File: config.mk
export PLATFORM = sky130hd
export DESIGN_NAME = vf_aperture_decoder
export DESIGN_NICKNAME = d
export VERILOG_FILES = /design/src/rtl/vfdec_pkg.sv /design/src/rtl/vfdec_sizer.sv /design/src/rtl/vfdec_ctrl.sv /design/src/rtl/vfdec_datapath.sv /design/src/rtl/vf_aperture_decoder.sv
export SDC_FILE = /design/constraint.sdc
export NUM_CORES = 1
export LEC_CHECK = 0
export ABC_AREA = 1
export BUFFER_PORTS_ARGS = -buffer_cell sky130_fd_sc_hd__buf_2
export CAP_MARGIN = 10
export CORE_ASPECT_RATIO = 1.2
export CORE_MARGIN = 2
export CORE_UTILIZATION = 35
export CTS_CLUSTER_DIAMETER = 100
export DETAILED_ROUTE_END_ITERATION = 8
export GPL_TIMING_DRIVEN = 0
export MAX_ROUTING_LAYER = met4
export PLACE_DENSITY = 0.58
export RECOVER_POWER = 25
export SYNTH_ARGS = -nofsm -noshare
export SYNTH_HDL_FRONTEND = slang
export SYNTH_SLANG_ARGS = --single-unit
File: constraint.sdc
create_clock -name clk -period 5.85 [get_ports clk]
set_input_delay 0.2925 -clock clk [delete_from_list [all_inputs] [get_ports clk]]
set_output_delay 0.2925 -clock clk [all_outputs]
set_load 0.05 [all_outputs]
File: src/rtl/vfdec_pkg.sv
package vfdec_pkg;
  // strobes handed from control to datapath each cycle
  typedef struct packed {
    logic capture;   // a request is present this cycle
    logic gateOpen;  // enables, count and mask allow decoding
  } dec_strobe_t;
endpackage

File: src/rtl/vfdec_sizer.sv
module vfdec_sizer #(
  parameter int ADDR_W = 32,
  localparam int SH_W = $clog2(ADDR_W)
) (
  input  logic [ADDR_W-1:0] sizeMask,
  output logic [ADDR_W-1:0] sliceMask,
  output logic [SH_W-1:0]   shiftAmt,
  output logic              maskValid
);
  logic [ADDR_W-1:0] lowBit;
  logic [SH_W-1:0][ADDR_W-1:0] pick;

  // isolate lowest set bit: that bit is the slice size
  assign lowBit    = sizeMask & (~sizeMask + 1'b1);
  assign sliceMask = lowBit - 1'b1;
  assign maskValid = |sizeMask;

  // one-hot to binary encoder built from constant select patterns
  for (genvar b = 0; b < SH_W; b++) begin : g_encBit
    for (genvar i = 0; i < ADDR_W; i++) begin : g_src
      if (((i >> b) & 1) == 1) begin : g_on
        assign pick[b][i] = lowBit[i];
      end else begin : g_off
        assign pick[b][i] = 1'b0;
      end
    end
    assign shiftAmt[b] = |pick[b];
  end
endmodule

File: src/rtl/vfdec_ctrl.sv
module vfdec_ctrl
  import vfdec_pkg::*;
#(
  parameter int CNT_W = 16
) (
  input  logic             clk,
  input  logic             rstN,
  input  logic             reqValid,
  input  logic             vfEnable,
  input  logic             vfMemEnable,
  input  logic [CNT_W-1:0] numVfs,
  input  logic             maskValid,
  output dec_strobe_t      strobes,
  output logic             hitValid
);
  always_comb begin
    strobes.capture  = reqValid;
    strobes.gateOpen = vfEnable & vfMemEnable & (|numVfs) & maskValid;
  end

  always_ff @(posedge clk) begin
    if (!rstN) hitValid <= 1'b0;
    else       hitValid <= reqValid;
  end
endmodule

File: src/rtl/vfdec_datapath.sv
module vfdec_datapath
  import vfdec_pkg::*;
#(
  parameter int ADDR_W = 32,
  parameter int CNT_W  = 16,
  localparam int SH_W  = $clog2(ADDR_W)
) (
  input  logic              clk,
  input  logic              rstN,
  input  dec_strobe_t       strobes,
  input  logic [ADDR_W-1:0] reqAddr,
  input  logic [ADDR_W-1:0] barBase,
  input  logic [CNT_W-1:0]  numVfs,
  input  logic [ADDR_W-1:0] sliceMask,
  input  logic [SH_W-1:0]   shiftAmt,
  output logic              hit,
  output logic [CNT_W-1:0]  vfIndex,
  output logic [ADDR_W-1:0] sliceOffset
);
  logic [ADDR_W-1:0] alignedBase;
  logic [ADDR_W:0]   relWide;
  logic [ADDR_W-1:0] slotNum;
  logic              inRange;
  logic              takeHit;

  assign alignedBase = barBase & ~sliceMask;
  assign relWide     = {1'b0, reqAddr} - {1'b0, alignedBase};
  assign slotNum     = relWide[ADDR_W-1:0] >> shiftAmt;
  // borrow out means the address lies below the base
  assign inRange     = !relWide[ADDR_W] && (slotNum < ADDR_W'(numVfs));
  assign takeHit     = strobes.capture & strobes.gateOpen & inRange;

  always_ff @(posedge clk) begin
    if (!rstN) begin
      hit         <= 1'b0;
      vfIndex     <= '0;
      sliceOffset <= '0;
    end else begin
      hit <= takeHit;
      if (strobes.capture) begin
        if (takeHit) begin
          vfIndex     <= slotNum[CNT_W-1:0] + 1'b1;
          sliceOffset <= relWide[ADDR_W-1:0] & sliceMask;
        end else begin
          vfIndex     <= '0;
          sliceOffset <= '0;
        end
      end
    end
  end
endmodule

File: src/rtl/vf_aperture_decoder.sv
module vf_aperture_decoder
  import vfdec_pkg::*;
#(
  parameter int ADDR_W = 32,
  parameter int CNT_W  = 16
) (
  input  logic              clk,
  input  logic              rstN,
  input  logic              reqValid,
  input  logic [ADDR_W-1:0] reqAddr,
  input  logic [ADDR_W-1:0] barBase,
  input  logic [ADDR_W-1:0] sizeMask,
  input  logic [CNT_W-1:0]  numVfs,
  input  logic              vfEnable,
  input  logic              vfMemEnable,
  output logic              hitValid,
  output logic              hit,
  output logic [CNT_W-1:0]  vfIndex,
  output logic [ADDR_W-1:0] sliceOffset
);
  localparam int SH_W = $clog2(ADDR_W);

  dec_strobe_t       strobes;
  logic [ADDR_W-1:0] sliceMask;
  logic [SH_W-1:0]   shiftAmt;
  logic              maskValid;

  vfdec_sizer #(.ADDR_W(ADDR_W)) sizer_i (
    .sizeMask (sizeMask),
    .sliceMask(sliceMask),
    .shiftAmt (shiftAmt),
    .maskValid(maskValid)
  );

  vfdec_ctrl #(.CNT_W(CNT_W)) ctrl_i (
    .clk        (clk),
    .rstN       (rstN),
    .reqValid   (reqValid),
    .vfEnable   (vfEnable),
    .vfMemEnable(vfMemEnable),
    .numVfs     (numVfs),
    .maskValid  (maskValid),
    .strobes    (strobes),
    .hitValid   (hitValid)
  );

  vfdec_datapath #(.ADDR_W(ADDR_W), .CNT_W(CNT_W)) dp_i (
    .clk        (clk),
    .rstN       (rstN),
    .strobes    (strobes),
    .reqAddr    (reqAddr),
    .barBase    (barBase),
    .numVfs     (numVfs),
    .sliceMask  (sliceMask),
    .shiftAmt   (shiftAmt),
    .hit        (hit),
    .vfIndex    (vfIndex),
    .sliceOffset(sliceOffset)
  );
endmodule

==> results.toml <==
[critical_path]
crit_top_cell = "nand2_1"
reg2reg_from = "dp_i.vfIndex[13]"
r2r_cells = 2
worstReg2RegEnd = "dp_i.vfIndex[13]"
path_delay_family = "simple AND/OR/NAND/NOR gates"
critPathLaunchType = "input pin"
cp_max_fo = 10
cpPeakStageDelay_ns = 0.33
cp.arrival_ns = 5.63
crit_buf_inv = 7
end_kind = "register"
crit_required_ns = 6.08
crit_type = "in2reg"
cp_slowest_cell = "ha_1"
regToRegSetupSlack_ns = 5.30

[route]
wirelength_mm = 38.8
via_count = 11200
remaining_drc_errors = 0
drt_iter0_drc = 825
postRouteAntennaNets = 0
firstDrtPassIters = 5
post_drt_wl_per_cell_um = 17.5
avgViaCountPerCell = 5.06

[placement]
post-place-ws_ns = -0.314
hpwl_mm = 34.3
io_buffers = 166
place_congestion = 1.06

[power]
p_leak_nw = 6.07
power_per_cell_area_nw_per_um2 = 160
vdd_drop_max_mv = 0.0983

[finish]
finalNetCount = 2066
area_delta_synth_final_pct = 17.1
drive_gt1_share_pct = 12.4
n_antenna_cell = 0
layout_common_cells = "nand2_1 (691), nand3_1 (287), inv_1 (244)"
layout_commonest_cell = "nand2_1"

[floorplanning]
core-area_sq_um = 24600
rows = 63
die_h_um = 177
io_pins = 167
die-area_sq_um = 26200
die_x_um = 148
start_util_pct = 35.4

[global_routing]
grt_usage_pct = 30.4
antenna_found_initial = 0
grt_max_degree = 15
gr-total-overflow = 0
grt_pass1_wl_mm = 59.4
grt_pass1_vias = 10600

[min_path]
holdPathStages = 3
hp-class = "in2reg"
worstHoldStart = "rstN"
min_to = "ctrl_i.hitValid"

[timing]
period_minus_slack_ns = 5.40
fmax_ghz = 0.185
worstMarginPinSlew_ns = 0.668
rsz0062_at_grt = "no"
maxSlewViolCount = 0
max-slew-margin-rel_pct = 55.1
setup_ws_ns = 0.447
finalSetupTns_ns = 0
fin_skew_ns = 0
period_share_pct = 92.4
finalSetupViolations = 0
hold_viol_final = 0

[clock_network]
cts_buffers = 5
cts_tree = "yes"
clock-sinks = 50
postCtsHoldBufs = 0
cts_root_buf = "clkbuf_16"
clockBufferDepth = 2
insertion_delay_ns = 0.29
htree_levels = 2
clk_pin_slew_ns = 0.06

[logic_synthesis]
synth_area_sq_um = 8720
syn-instance-count = 1721
ys_ff_latch = 50
synth_nets = 1892
synthDistinctLibCells = 43
syn_avg_cell_area_sq_um = 5.07
yosysSeqAreaShare_pct = 11.5
yosysWarnings = 0

[run_status]
outcome = "finished clean"

[flow_run]
max_cap_violations = 0
-- final cells by class --
type / count / area [sq um]
buffer: 42 / 280
clock buffer: 8 / 166
fill: 2936 / 14400
inverter: 248 / 931
multi-input combinational: 1381 / 6610
sequential: 50 / 1000
tap: 325 / 407
timing repair buffer: 167 / 808
-- logic make-up (layout without fill, tap and decap cells) --
| family | count (synthesis) | count (layout) | synth area share (%) |
|---|---|---|---|
| adders and majority gates | 54 | 54 | 7.84 |
| xor gates and xnor gates | 21 | 21 | 2.11 |
| buffers and inverters | 290 | 465 | 13.9 |
| and+or+nand+nor | 1235 | 1235 | 60.1 |
| DFF | 50 | 50 | 11.5 |
| AOI/OAI and AO/OA | 71 | 71 | 4.55 |
-- report_power, final --
group | switching [mW] | internal, mW | leakage, nW | total (mW)
registers | 0.0000741 | 0.341 | 0.403 | 0.341
logic | 0.680 | 0.299 | 5.58 | 0.979
clock network | 0.120 | 0.194 | 0.0832 | 0.314
total | 0.800 | 0.834 | 6.07 | 1.63
-- flip-flops by register name, summed over array words and instances (netlist names) --
name,cells
dp_i.sliceOffset,32
dp_i.vfIndex,16
ctrl_i.hitValid,1
dp_i.hit,1
-- worst max-delay path by stage --
stage,start,to,slack [ns],cells past startpoint
after floorplan,sizeMask[5],dp_i.sliceOffset[20],1.63,37
after global placement,sizeMask[21],dp_i.sliceOffset[27],-0.35,38
after detailed placement,sizeMask[21],dp_i.vfIndex[8],-0.31,38
after CTS,sizeMask[21],dp_i.vfIndex[8],0.05,38
after global routing,sizeMask[7],dp_i.vfIndex[8],0.01,39
final,sizeMask[5],dp_i.vfIndex[8],0.45,36
-- repair_timing --
item | in CTS | in global routing
gates resized for setup | 1 | 28
setup endpoints to repair | 20 | 48
buffers inserted | 0 | 1
pin swaps | 0 | 1
gates cloned | 0 | 0
-- worst min-delay path: stages --
cell	delay (ns)
buf_2	0.09
nand2_1	0.05
inv_1	0.04
-- metal layers --
metal,vias up,share of wire [%],GRT usage (%)
met5,-,0,-
met4,0,3.4,9.96
met3,75,4.9,1.13
met2,365,49,53.3
met1,5037,43,37.5
li1,5766,-,-
-- synth_stat cells, drive strengths merged --
cell | n | share of area (%)
a21oi | 42 | 2.4
xor2 | 18 | 1.8
o21a | 1 | 0.086
and2 | 4 | 0.29
or2 | 2 | 0.14
ha | 53 | 7.6
nand4 | 23 | 1.7
a2111oi | 1 | 0.10
nand3b | 3 | 0.26
a31oi | 3 | 0.22
nor2b | 1 | 0.10
xnor2 | 3 | 0.30
nand2 | 697 | 30
o211ai | 4 | 0.34
inv | 248 | 11
clkbuf | 9 | 0.39
o2111ai | 1 | 0.10
a21o | 2 | 0.17
nor2 | 191 | 8.8
dfxtp | 50 | 11
and3 | 1 | 0.072
nor4 | 5 | 0.36
buf | 33 | 2.8
nor3b | 2 | 0.17
fa | 1 | 0.23
a41oi | 2 | 0.20
nand3 | 296 | 17
o21ai | 13 | 0.75
a211oi | 2 | 0.17
nor3 | 10 | 0.63
-- through the flow --
stage / power (mW) / hold slack (ns) / area, sq um / std cells / util (%)
final: 1.63 / 0.201 / 10200 / 2221 / 41.5
after global routing: 1.77 / 0.257 / 10200 / 2221 / 41.5
after CTS: 1.62 / 0.194 / 10100 / 2220 / 41.2
after detailed placement: 1.31 / 0.435 / 9950 / 2212 / 40.5
after global placement: 1.31 / 0.433 / 9950 / 2212 / 40.5
after floorplan: 0.991 / 0.369 / 8720 / 1721 / -
(Power assumes the default switching activity.)
